==> src/rtl/mhit_pkg.sv <==
package mhit_pkg;

  localparam int TW     = 16;
  localparam int WORD_W = 32;
  localparam int FS_W   = 12;

  typedef enum logic [1:0] {
    SEQ_ACQ   = 2'd0,
    SEQ_ARMED = 2'd1,
    SEQ_RUN   = 2'd2
  } seq_state_e;

  // Signed sense of the measurement is chosen by the mode bit.
  function automatic logic [TW-1:0] span_of(input logic [TW-1:0] hit_t,
                                            input logic [TW-1:0] ref_t,
                                            input logic          stop_mode);
    return stop_mode ? (ref_t - hit_t) : (hit_t - ref_t);
  endfunction

  // Upper acceptance limit in counts: (code+1) steps of 16.
  function automatic logic [TW:0] fs_limit(input logic [FS_W-1:0] code);
    logic [TW:0] steps;
    steps = {{(TW+1-FS_W){1'b0}}, code} + 1'b1;
    return steps << 4;
  endfunction

  function automatic logic keep_value(input logic [TW-1:0]   val,
                                      input logic [FS_W-1:0] code,
                                      input logic [TW-1:0]   floor_v);
    return ({1'b0, val} <= fs_limit(code)) && (val > floor_v);
  endfunction

  function automatic logic [WORD_W-1:0] make_word(input logic [4:0]    addr,
                                                  input logic [6:0]    chan,
                                                  input logic [1:0]    hcount,
                                                  input logic [TW-1:0] val);
    return {addr, chan, 2'b00, hcount, val};
  endfunction

endpackage

==> src/rtl/mhit_edge_sel.sv <==
module mhit_edge_sel #(
  parameter int NCH = 8
) (
  input  logic           clk,
  input  logic           rst_n,
  input  logic [NCH-1:0] sig_in,
  input  logic [1:0]     edge_mode,
  output logic [NCH-1:0] hit
);

  logic [NCH-1:0] prev_q;

  always_ff @(posedge clk) begin
    if (!rst_n) prev_q <= '0;
    else        prev_q <= sig_in;
  end

  for (genvar g = 0; g < NCH; g++) begin : g_chan
    logic rise_w, fall_w;
    assign rise_w = sig_in[g] & ~prev_q[g];
    assign fall_w = ~sig_in[g] & prev_q[g];
    assign hit[g] = (edge_mode[0] & rise_w) | (edge_mode[1] & fall_w);

    // a rising event never reports when only falling edges are chosen
    p_edge_sel_r3: assert property (@(posedge clk) disable iff (!rst_n)
      (edge_mode == 2'b10 && hit[g]) |-> (prev_q[g] && !sig_in[g]));
  end

endmodule

==> src/rtl/mhit_lifo.sv <==
module mhit_lifo #(
  parameter int DEPTH = 16,
  parameter int TW    = 16,
  parameter int CW    = $clog2(DEPTH+1)
) (
  input  logic          clk,
  input  logic          rst_n,
  input  logic          push,
  input  logic [TW-1:0] stamp,
  input  logic          pop,
  input  logic          clear,
  input  logic [CW-1:0] depth_lim,
  output logic [TW-1:0] top,
  output logic [CW-1:0] count,
  output logic [1:0]    hits
);

  localparam int AW = (DEPTH > 1) ? $clog2(DEPTH) : 1;

  logic [TW-1:0] mem [DEPTH];
  logic          store_full;
  logic          store_write;
  logic          store_read;

  assign store_full  = (count >= depth_lim);
  assign store_write = push && !clear && !store_full;
  assign store_read  = pop && !clear && (count != '0);

  always_ff @(posedge clk) begin
    if (!rst_n) begin
      count <= '0;
      hits  <= '0;
    end else if (clear) begin
      count <= '0;
      hits  <= '0;
    end else begin
      if (store_read)       count <= count - 1'b1;
      else if (store_write) count <= count + 1'b1;
      if (push)             hits  <= hits + 2'd1;
    end
  end

  always_ff @(posedge clk) begin
    if (store_write) mem[AW'(count)] <= stamp;
  end

  assign top = (count != '0) ? mem[AW'(count - 1'b1)] : '0;

  // a push into a full store leaves the occupancy untouched
  p_full_hold_r2: assert property (@(posedge clk) disable iff (!rst_n)
    (push && !clear && !pop && count >= depth_lim) |=> (count == $past(count)));

  // occupancy never exceeds the physical depth
  p_depth_bound_r2: assert property (@(posedge clk) disable iff (!rst_n)
    count <= CW'(DEPTH));

  // the sequencer only pops a store that holds data
  p_pop_nonempty_r1: assert property (@(posedge clk) disable iff (!rst_n)
    pop |-> (count != '0));

endmodule

==> src/rtl/mhit_readout_seq.sv <==
module mhit_readout_seq
  import mhit_pkg::*;
#(
  parameter int NCH = 8,
  parameter int CW  = 5
) (
  input  logic                 clk,
  input  logic                 rst_n,
  input  logic                 common_rise,
  input  logic                 timeout_rise,
  input  logic                 stop_mode,
  input  logic [TW-1:0]        tcount,
  input  logic [NCH*CW-1:0]    counts,
  input  logic [NCH*2-1:0]     hitcnts,
  input  logic [NCH*TW-1:0]    tops,
  input  logic [FS_W-1:0]      cfg_fullscale,
  input  logic [NCH*TW-1:0]    cfg_sparse,
  input  logic [4:0]           cfg_module_addr,
  input  logic                 out_ready,
  output logic                 out_valid,
  output logic [WORD_W-1:0]    out_data,
  output logic [NCH-1:0]       pop_vec,
  output logic [NCH-1:0]       clr_vec,
  output logic                 clr_all,
  output logic                 rec_en,
  output logic                 busy
);

  localparam int CHW = (NCH > 1) ? $clog2(NCH) : 1;

  seq_state_e     state;
  logic [CHW-1:0] ch_idx;
  logic [TW-1:0]  common_q;

  logic [CW-1:0]  cur_cnt;
  logic [1:0]     cur_hits;
  logic [TW-1:0]  cur_top;
  logic [TW-1:0]  cur_floor;
  logic [TW-1:0]  cur_diff;
  logic           cur_keep;
  logic           chan_done;
  logic           last_chan;

  assign cur_cnt   = counts[ch_idx*CW +: CW];
  assign cur_hits  = hitcnts[ch_idx*2 +: 2];
  assign cur_top   = tops[ch_idx*TW +: TW];
  assign cur_floor = cfg_sparse[ch_idx*TW +: TW];
  assign cur_diff  = span_of(cur_top, common_q, stop_mode);
  assign cur_keep  = keep_value(cur_diff, cfg_fullscale, cur_floor);
  assign chan_done = (state == SEQ_RUN) && (cur_cnt == '0);
  assign last_chan = (ch_idx == CHW'(NCH-1));

  always_ff @(posedge clk) begin
    if (!rst_n) begin
      state    <= SEQ_ACQ;
      ch_idx   <= '0;
      common_q <= '0;
    end else begin
      unique case (state)
        SEQ_ACQ: begin
          if (common_rise) begin
            common_q <= tcount;
            ch_idx   <= '0;
            state    <= stop_mode ? SEQ_RUN : SEQ_ARMED;
          end
        end
        SEQ_ARMED: begin
          if (timeout_rise) begin
            ch_idx <= '0;
            state  <= SEQ_RUN;
          end
        end
        SEQ_RUN: begin
          if (chan_done) begin
            if (last_chan) state  <= SEQ_ACQ;
            else           ch_idx <= ch_idx + 1'b1;
          end
        end
        default: state <= SEQ_ACQ;
      endcase
    end
  end

  assign out_valid = (state == SEQ_RUN) && (cur_cnt != '0) && cur_keep;
  assign out_data  = make_word(cfg_module_addr, 7'(ch_idx), cur_hits, cur_diff);
  assign busy      = (state == SEQ_RUN);
  assign rec_en    = ((state == SEQ_ACQ) && stop_mode) || (state == SEQ_ARMED);
  assign clr_all   = (state == SEQ_ACQ) && common_rise && !stop_mode;

  always_comb begin
    pop_vec = '0;
    clr_vec = '0;
    if (state == SEQ_RUN) begin
      if (cur_cnt == '0)                 clr_vec[ch_idx] = 1'b1;
      else if (!cur_keep || out_ready)   pop_vec[ch_idx] = 1'b1;
    end
  end

  // a stalled word stays put until it is accepted
  p_hold_r10: assert property (@(posedge clk) disable iff (!rst_n)
    (out_valid && !out_ready) |=> (out_valid && $stable(out_data)));

  // nothing above the full-scale limit reaches the stream
  p_cut_r5: assert property (@(posedge clk) disable iff (!rst_n)
    out_valid |-> ({1'b0, out_data[TW-1:0]} <= fs_limit(cfg_fullscale)));

  // every emitted value clears its channel's constant
  p_floor_r6: assert property (@(posedge clk) disable iff (!rst_n)
    out_valid |-> (out_data[TW-1:0] > cur_floor));

  // channel scan never steps backwards during one readout
  p_order_r8: assert property (@(posedge clk) disable iff (!rst_n)
    (state == SEQ_RUN) |=> (state != SEQ_RUN || ch_idx >= $past(ch_idx)));

endmodule

==> src/rtl/mhit_tdc_group.sv <==
module mhit_tdc_group
  import mhit_pkg::*;
#(
  parameter int NCH   = 8,
  parameter int DEPTH = 16
) (
  input  logic                        clk,
  input  logic                        rst_n,
  input  logic [NCH-1:0]              chan_in,
  input  logic                        common_in,
  input  logic                        timeout_in,
  input  logic [1:0]                  cfg_edge,
  input  logic [$clog2(DEPTH+1)-1:0]  cfg_depth,
  input  logic                        cfg_stop_mode,
  input  logic [11:0]                 cfg_fullscale,
  input  logic [NCH*16-1:0]           cfg_sparse,
  input  logic [4:0]                  cfg_module_addr,
  output logic                        out_valid,
  input  logic                        out_ready,
  output logic [31:0]                 out_data,
  output logic                        busy
);

  localparam int CW = $clog2(DEPTH+1);

  logic [TW-1:0]     tcount;
  logic              common_prev, timeout_prev;
  logic              common_rise, timeout_rise;
  logic [NCH-1:0]    hit_vec;
  logic [NCH-1:0]    push_vec;
  logic [NCH-1:0]    pop_vec;
  logic [NCH-1:0]    clr_vec;
  logic              clr_all;
  logic              rec_en;
  logic [CW-1:0]     depth_lim;
  logic [NCH*CW-1:0] counts;
  logic [NCH*2-1:0]  hitcnts;
  logic [NCH*TW-1:0] tops;

  always_ff @(posedge clk) begin
    if (!rst_n) begin
      tcount       <= '0;
      common_prev  <= 1'b0;
      timeout_prev <= 1'b0;
    end else begin
      tcount       <= tcount + 1'b1;
      common_prev  <= common_in;
      timeout_prev <= timeout_in;
    end
  end

  assign common_rise  = common_in & ~common_prev;
  assign timeout_rise = timeout_in & ~timeout_prev;

  always_comb begin
    if (cfg_depth == '0)                depth_lim = CW'(1);
    else if (cfg_depth > CW'(DEPTH))    depth_lim = CW'(DEPTH);
    else                                depth_lim = cfg_depth;
  end

  mhit_edge_sel #(.NCH(NCH)) u_edge (
    .clk       (clk),
    .rst_n     (rst_n),
    .sig_in    (chan_in),
    .edge_mode (cfg_edge),
    .hit       (hit_vec)
  );

  assign push_vec = rec_en ? hit_vec : '0;

  for (genvar g = 0; g < NCH; g++) begin : g_store
    mhit_lifo #(.DEPTH(DEPTH), .TW(TW), .CW(CW)) u_lifo (
      .clk       (clk),
      .rst_n     (rst_n),
      .push      (push_vec[g]),
      .stamp     (tcount),
      .pop       (pop_vec[g]),
      .clear     (clr_vec[g] | clr_all),
      .depth_lim (depth_lim),
      .top       (tops[g*TW +: TW]),
      .count     (counts[g*CW +: CW]),
      .hits      (hitcnts[g*2 +: 2])
    );
  end

  mhit_readout_seq #(.NCH(NCH), .CW(CW)) u_seq (
    .clk             (clk),
    .rst_n           (rst_n),
    .common_rise     (common_rise),
    .timeout_rise    (timeout_rise),
    .stop_mode       (cfg_stop_mode),
    .tcount          (tcount),
    .counts          (counts),
    .hitcnts         (hitcnts),
    .tops            (tops),
    .cfg_fullscale   (cfg_fullscale),
    .cfg_sparse      (cfg_sparse),
    .cfg_module_addr (cfg_module_addr),
    .out_ready       (out_ready),
    .out_valid       (out_valid),
    .out_data        (out_data),
    .pop_vec         (pop_vec),
    .clr_vec         (clr_vec),
    .clr_all         (clr_all),
    .rec_en          (rec_en),
    .busy            (busy)
  );

  // no store is written while readout runs
  p_quiet_busy_r10: assert property (@(posedge clk) disable iff (!rst_n)
    busy |-> (push_vec == '0));

  // at most one store is popped per cycle
  p_single_pop_r1: assert property (@(posedge clk) disable iff (!rst_n)
    $onehot0(pop_vec));

  // stream is idle whenever readout is not running
  p_idle_quiet_r10: assert property (@(posedge clk) disable iff (!rst_n)
    !busy |-> !out_valid);

endmodule

==> config.mk <==
export PLATFORM = sky130hd
export DESIGN_NAME = mhit_tdc_group
export DESIGN_NICKNAME = d
export VERILOG_FILES = /design/src/rtl/mhit_pkg.sv /design/src/rtl/mhit_edge_sel.sv /design/src/rtl/mhit_lifo.sv /design/src/rtl/mhit_readout_seq.sv /design/src/rtl/mhit_tdc_group.sv
export SDC_FILE = /design/constraint.sdc
export NUM_CORES = 2
export LEC_CHECK = 0
export BUFFER_PORTS_ARGS = -buffer_cell sky130_fd_sc_hd__buf_2
export CAP_MARGIN = 20
export CORE_ASPECT_RATIO = 1.5
export CORE_UTILIZATION = 35
export CTS_CLUSTER_DIAMETER = 120
export DETAILED_ROUTE_END_ITERATION = 10
export GPL_TIMING_DRIVEN = 1
export PLACE_DENSITY = 0.49
export SETUP_SLACK_MARGIN = 0.15
export SYNTH_ARGS = -nofsm -noshare
export SYNTH_HDL_FRONTEND = slang
export SYNTH_SLANG_ARGS = --single-unit
==> constraint.sdc <==
create_clock -name clk -period 11 [get_ports clk]
set_input_delay 1.1 -clock clk [delete_from_list [all_inputs] [get_ports clk]]
set_output_delay 1.1 -clock clk [all_outputs]
set_load 0.02 [all_outputs]
==> reports/metrics.csv <==
stage;metric;value;unit
critical_path;crit_arrival;9080;ps
yosys;synth_area;89130;um2
critical_path;cpMaxStageDelayCell;dfxtp_1;
cts;cts_sinks;2151;
cells_and_area;drive_above_1_share;24.27;%
yosys;synth-seq-area-share;71.31;%
cts;numCtsBuffers;204;
floorplanning;die-area;256700;um2
detailed_routing;route.met3.wl;11.80;mm
global_routing;grt_pass1_wl;374.3;mm
sta;fin_ws;821.0;ps
cts;cts_setup_buffers;0;
critical_path;critPathKind;register to output pin;
critical_path;cp.buffers_inverters;3;
critical_path;regToRegSetupSlack;1990;ps
cts;cts_buffer_depth;4;
yosys;synth_ff_type;edfxtp_1;
power;leakagePower;32.02;nW
flow_run;maxCapViolCount;0;
critical_path;crit_path_end_kind;output pin;
placement;dpl_worst_slack;1719;ps
critical_path;rr_startpoint;g_store[6].u_lifo.count[2]$_SDFFE_PP0P_;
global_routing;antenna_found_initial;19;
floorplanning;initial_core_util;35.26;%
global_routing;grt_max_degree;85;
hold_path;worstHoldPathType;input port to register;
detailed_routing;wl;263.4;mm
cts;cts_root_buf;clkbuf_16;
critical_path;worstSetupStartpointType;register;
detailed_routing;drc;0;
yosys;syn-instance-count;5089;
sta;drv_slew;0;
sta;slew_headroom;14.69;%
sta;period_minus_slack;10180;ps
floorplanning;dieHeight;620.1;um
floorplanning;die_x;414.0;um
cells_and_area;finalInstanceArea;101800;um2
cts;ctsResizeCount;0;
detailed_routing;via_per_inst;5.426;
yosys;synth_edf_count;2048;
placement;io_buffers;183;
yosys;synth_top_area_share;69.00;%
yosys;syn_area_per_cell;17.51;um2
cells_and_area;area_growth;14.20;%
sta;hold_violations;0;
placement;placed_area;95330;um2
power;vdd_drop_max;0.0001679;V
detailed_routing;route.vias.total;48219;
yosys;synthTopCellsByArea;edfxtp_1 (69%), mux4_2 (13%), nand2_1 (2.6%);
sta;setup_violations;0;
critical_path;max_stage_delay;950;ps
hold_path;min_path_cells;2;
floorplanning;core_area;252800;um2
yosys;yosysWarnings;0;
detailed_routing;drt_iter0_markers;4022;
outcome;outcome;completed;
sta;worstMarginPinSlew;1280;ps
global_routing;overflow;0;
placement;dp_hpwl;167.6;mm
critical_path;cp_max_fo;19;
cts;htree_levels;4;
yosys;ys_ff_latch;2151;
floorplanning;io_pins;200;
hold_path;min_from;timeout_in;
detailed_routing;topRoutingLayerUsed;met5;
critical_path;cp_top_family;compound AO/OA/AOI/OAI gates;
yosys;synthArstFlopShare;0;%
power;power_density;178.2;nW/um2
critical_path;reg2reg_depth;29;
yosys;synth_top_cell_by_area;edfxtp_1;
cts;cts_tree;done;
floorplanning;rows;226;
cts;holdBufCountCts;0;
detailed_routing;wl_met2;135.5;mm
sta;skew;94.56;ps
cts;clk_latency;870;ps
detailed_routing;wl_per_cell;29.64;um
critical_path;required;9900;ps
sta;setup_tns;0;ps
cells_and_area;fin_nets;5729;
detailed_routing;first_pass_iters;5;
placement;place.gp.congestion;0.8736;
global_routing;grt.total_usage;20.30;%
hold_path;holdPathEnd;timeout_prev$_SDFF_PN0_;
global_routing;grt_pass1_vias;49721;
detailed_routing;ant_nets;0;
sta;max_freq;98.24;MHz
cts;path_clk_slew;70;ps
critical_path;r2r-end;g_store[3].u_lifo.count[0]$_SDFFE_PP0P_;
detailed_routing;wl_met1;104.7;mm
sta;finalCritPeriodShare;92.54;%
yosys;yosysUniqueCellTypes;70;
sta;rsz0062_at_grt;false;
## flip-flops by register name, indices dropped and copies added, names as in the netlist
| name | count |
|---|---|
| g_store.u_lifo.mem | 2048 |
| g_store.u_lifo.count | 40 |
| g_store.u_lifo.hits | 16 |
| tcount | 16 |
| u_seq.common_q | 16 |
| u_edge.prev_q | 8 |
| u_seq.ch_idx | 3 |
| u_seq.state | 2 |
| common_prev | 1 |
| timeout_prev | 1 |
## power breakdown
part	total (mW)	switching [mW]	internal [mW]
Combinational	2.22	1.44	0.787
Clock	6.96	3.06	3.91
Sequential	8.96	0.0602	8.90
Total	18.1	4.55	13.6
## cells in the final DEF, fill, tap and decap left out, types with 29 or more instances in the layout
cell / instances
xnor2_1: 37
nand3b_1: 150
clkinv_1: 41
edfxtp_1: 2048
inv_1: 71
buf_4: 217
nor3_1: 31
nand2b_1: 29
nand3_1: 144
dfxtp_1: 79
nor4_1: 34
clkbuf_1: 46
nor2_1: 165
a31oi_1: 121
a21oi_1: 60
a21o_1: 38
clkinv_2: 29
a22oi_1: 38
and2_1: 47
clkbuf_16: 207
mux4_2: 520
buf_2: 183
nand2_1: 618
ha_1: 134
## worst max-delay path by stage
stage,end,slack [ps],startpoint,cells after the start
after floorplan,out_valid,2340,g_store[2].u_lifo.count[0]$_SDFFE_PP0P_,33
after global placement,out_valid,1570,g_store[6].u_lifo.count[0]$_SDFFE_PP0P_,26
after detailed placement,out_valid,1720,g_store[6].u_lifo.count[2]$_SDFFE_PP0P_,27
after CTS,out_valid,760,g_store[6].u_lifo.count[2]$_SDFFE_PP0P_,27
after global routing,out_valid,310,g_store[6].u_lifo.count[2]$_SDFFE_PP0P_,27
final,out_valid,820,g_store[6].u_lifo.count[2]$_SDFFE_PP0P_,27
## final cells by class
class | instances | area [um2]
fillers | 23176 | 151000
flip-flops and latches | 2151 | 63650
multi-input cells | 2579 | 24600
clock buffers | 263 | 5490
well taps | 3306 | 4136
repair buffers | 411 | 2714
clock inverters | 98 | 914.6
inverters | 72 | 270.3
diodes | 6 | 15.01
## cells in the mapped netlist (5+ instances only)
cell type and count:
edfxtp_1 2048, nand2_1 618, mux4_2 520, clkbuf_1 197
nor2_1 190, nand3b_1 150, nand3_1 144, ha_1 142
a31oi_1 122, dfxtp_1 103, inv_1 71, nor3_1 65
a21oi_1 60, xnor2_1 53, and2_1 47, buf_2 44
a21o_1 38, a22oi_1 38, buf_1 35, nor4_1 34
xor2_1 31, nand2b_1 29, nand4_1 26, a21boi_0 22
and3_1 20, o21ai_0 18, a221oi_1 17, mux2_2 17
o21a_1 16, a211o_1 13, a22o_1 13, nor2b_1 13
buf_4 12, o211ai_1 11, o22ai_1 11, mux2i_1 10
a2111oi_0 9, o21ai_2 7, o31ai_1 7, and4_1 6
o41a_1 6, a211oi_1 5, and2b_1 5, nor3b_1 5
or3_1 5
## metal layers
layer | vias up | GRT usage [%]
li1 | 20859 | -
met1 | 25623 | 25.19
met2 | 1355 | 36.02
met3 | 380 | 2.357
met4 | 2 | 8.145
met5 | - | 0
## stage by stage
| step | utilization (%) | total power, mW | hold slack, ps | cells |
|---|---|---|---|---|
| final | 40.26 | 18.14 | 472.5 | 8886 |
| after floorplan | - | 10.50 | 455.3 | 5094 |
| after CTS | 40.24 | 18.33 | 400.6 | 8877 |
| after global routing | 40.26 | 18.73 | 442.5 | 8881 |
| after global placement | 37.68 | 11.38 | 470.6 | 8509 |
| after detailed placement | 37.71 | 11.38 | 484.2 | 8516 |
## logic make-up after synthesis
group / Yosys count / share of synthesized area (%)
muxes: 548 / 13.48
and+or+nand+nor: 1371 / 7.346
other: 1 / 0.004207
xor gates and xnor gates: 84 / 0.8254
adders and majority gates: 144 / 2.038
DFF: 2151 / 71.31
buffers and inverters: 364 / 1.679
AOI/OAI and AO/OA: 426 / 3.316
Note: power is estimated with default switching activity, not from simulation.
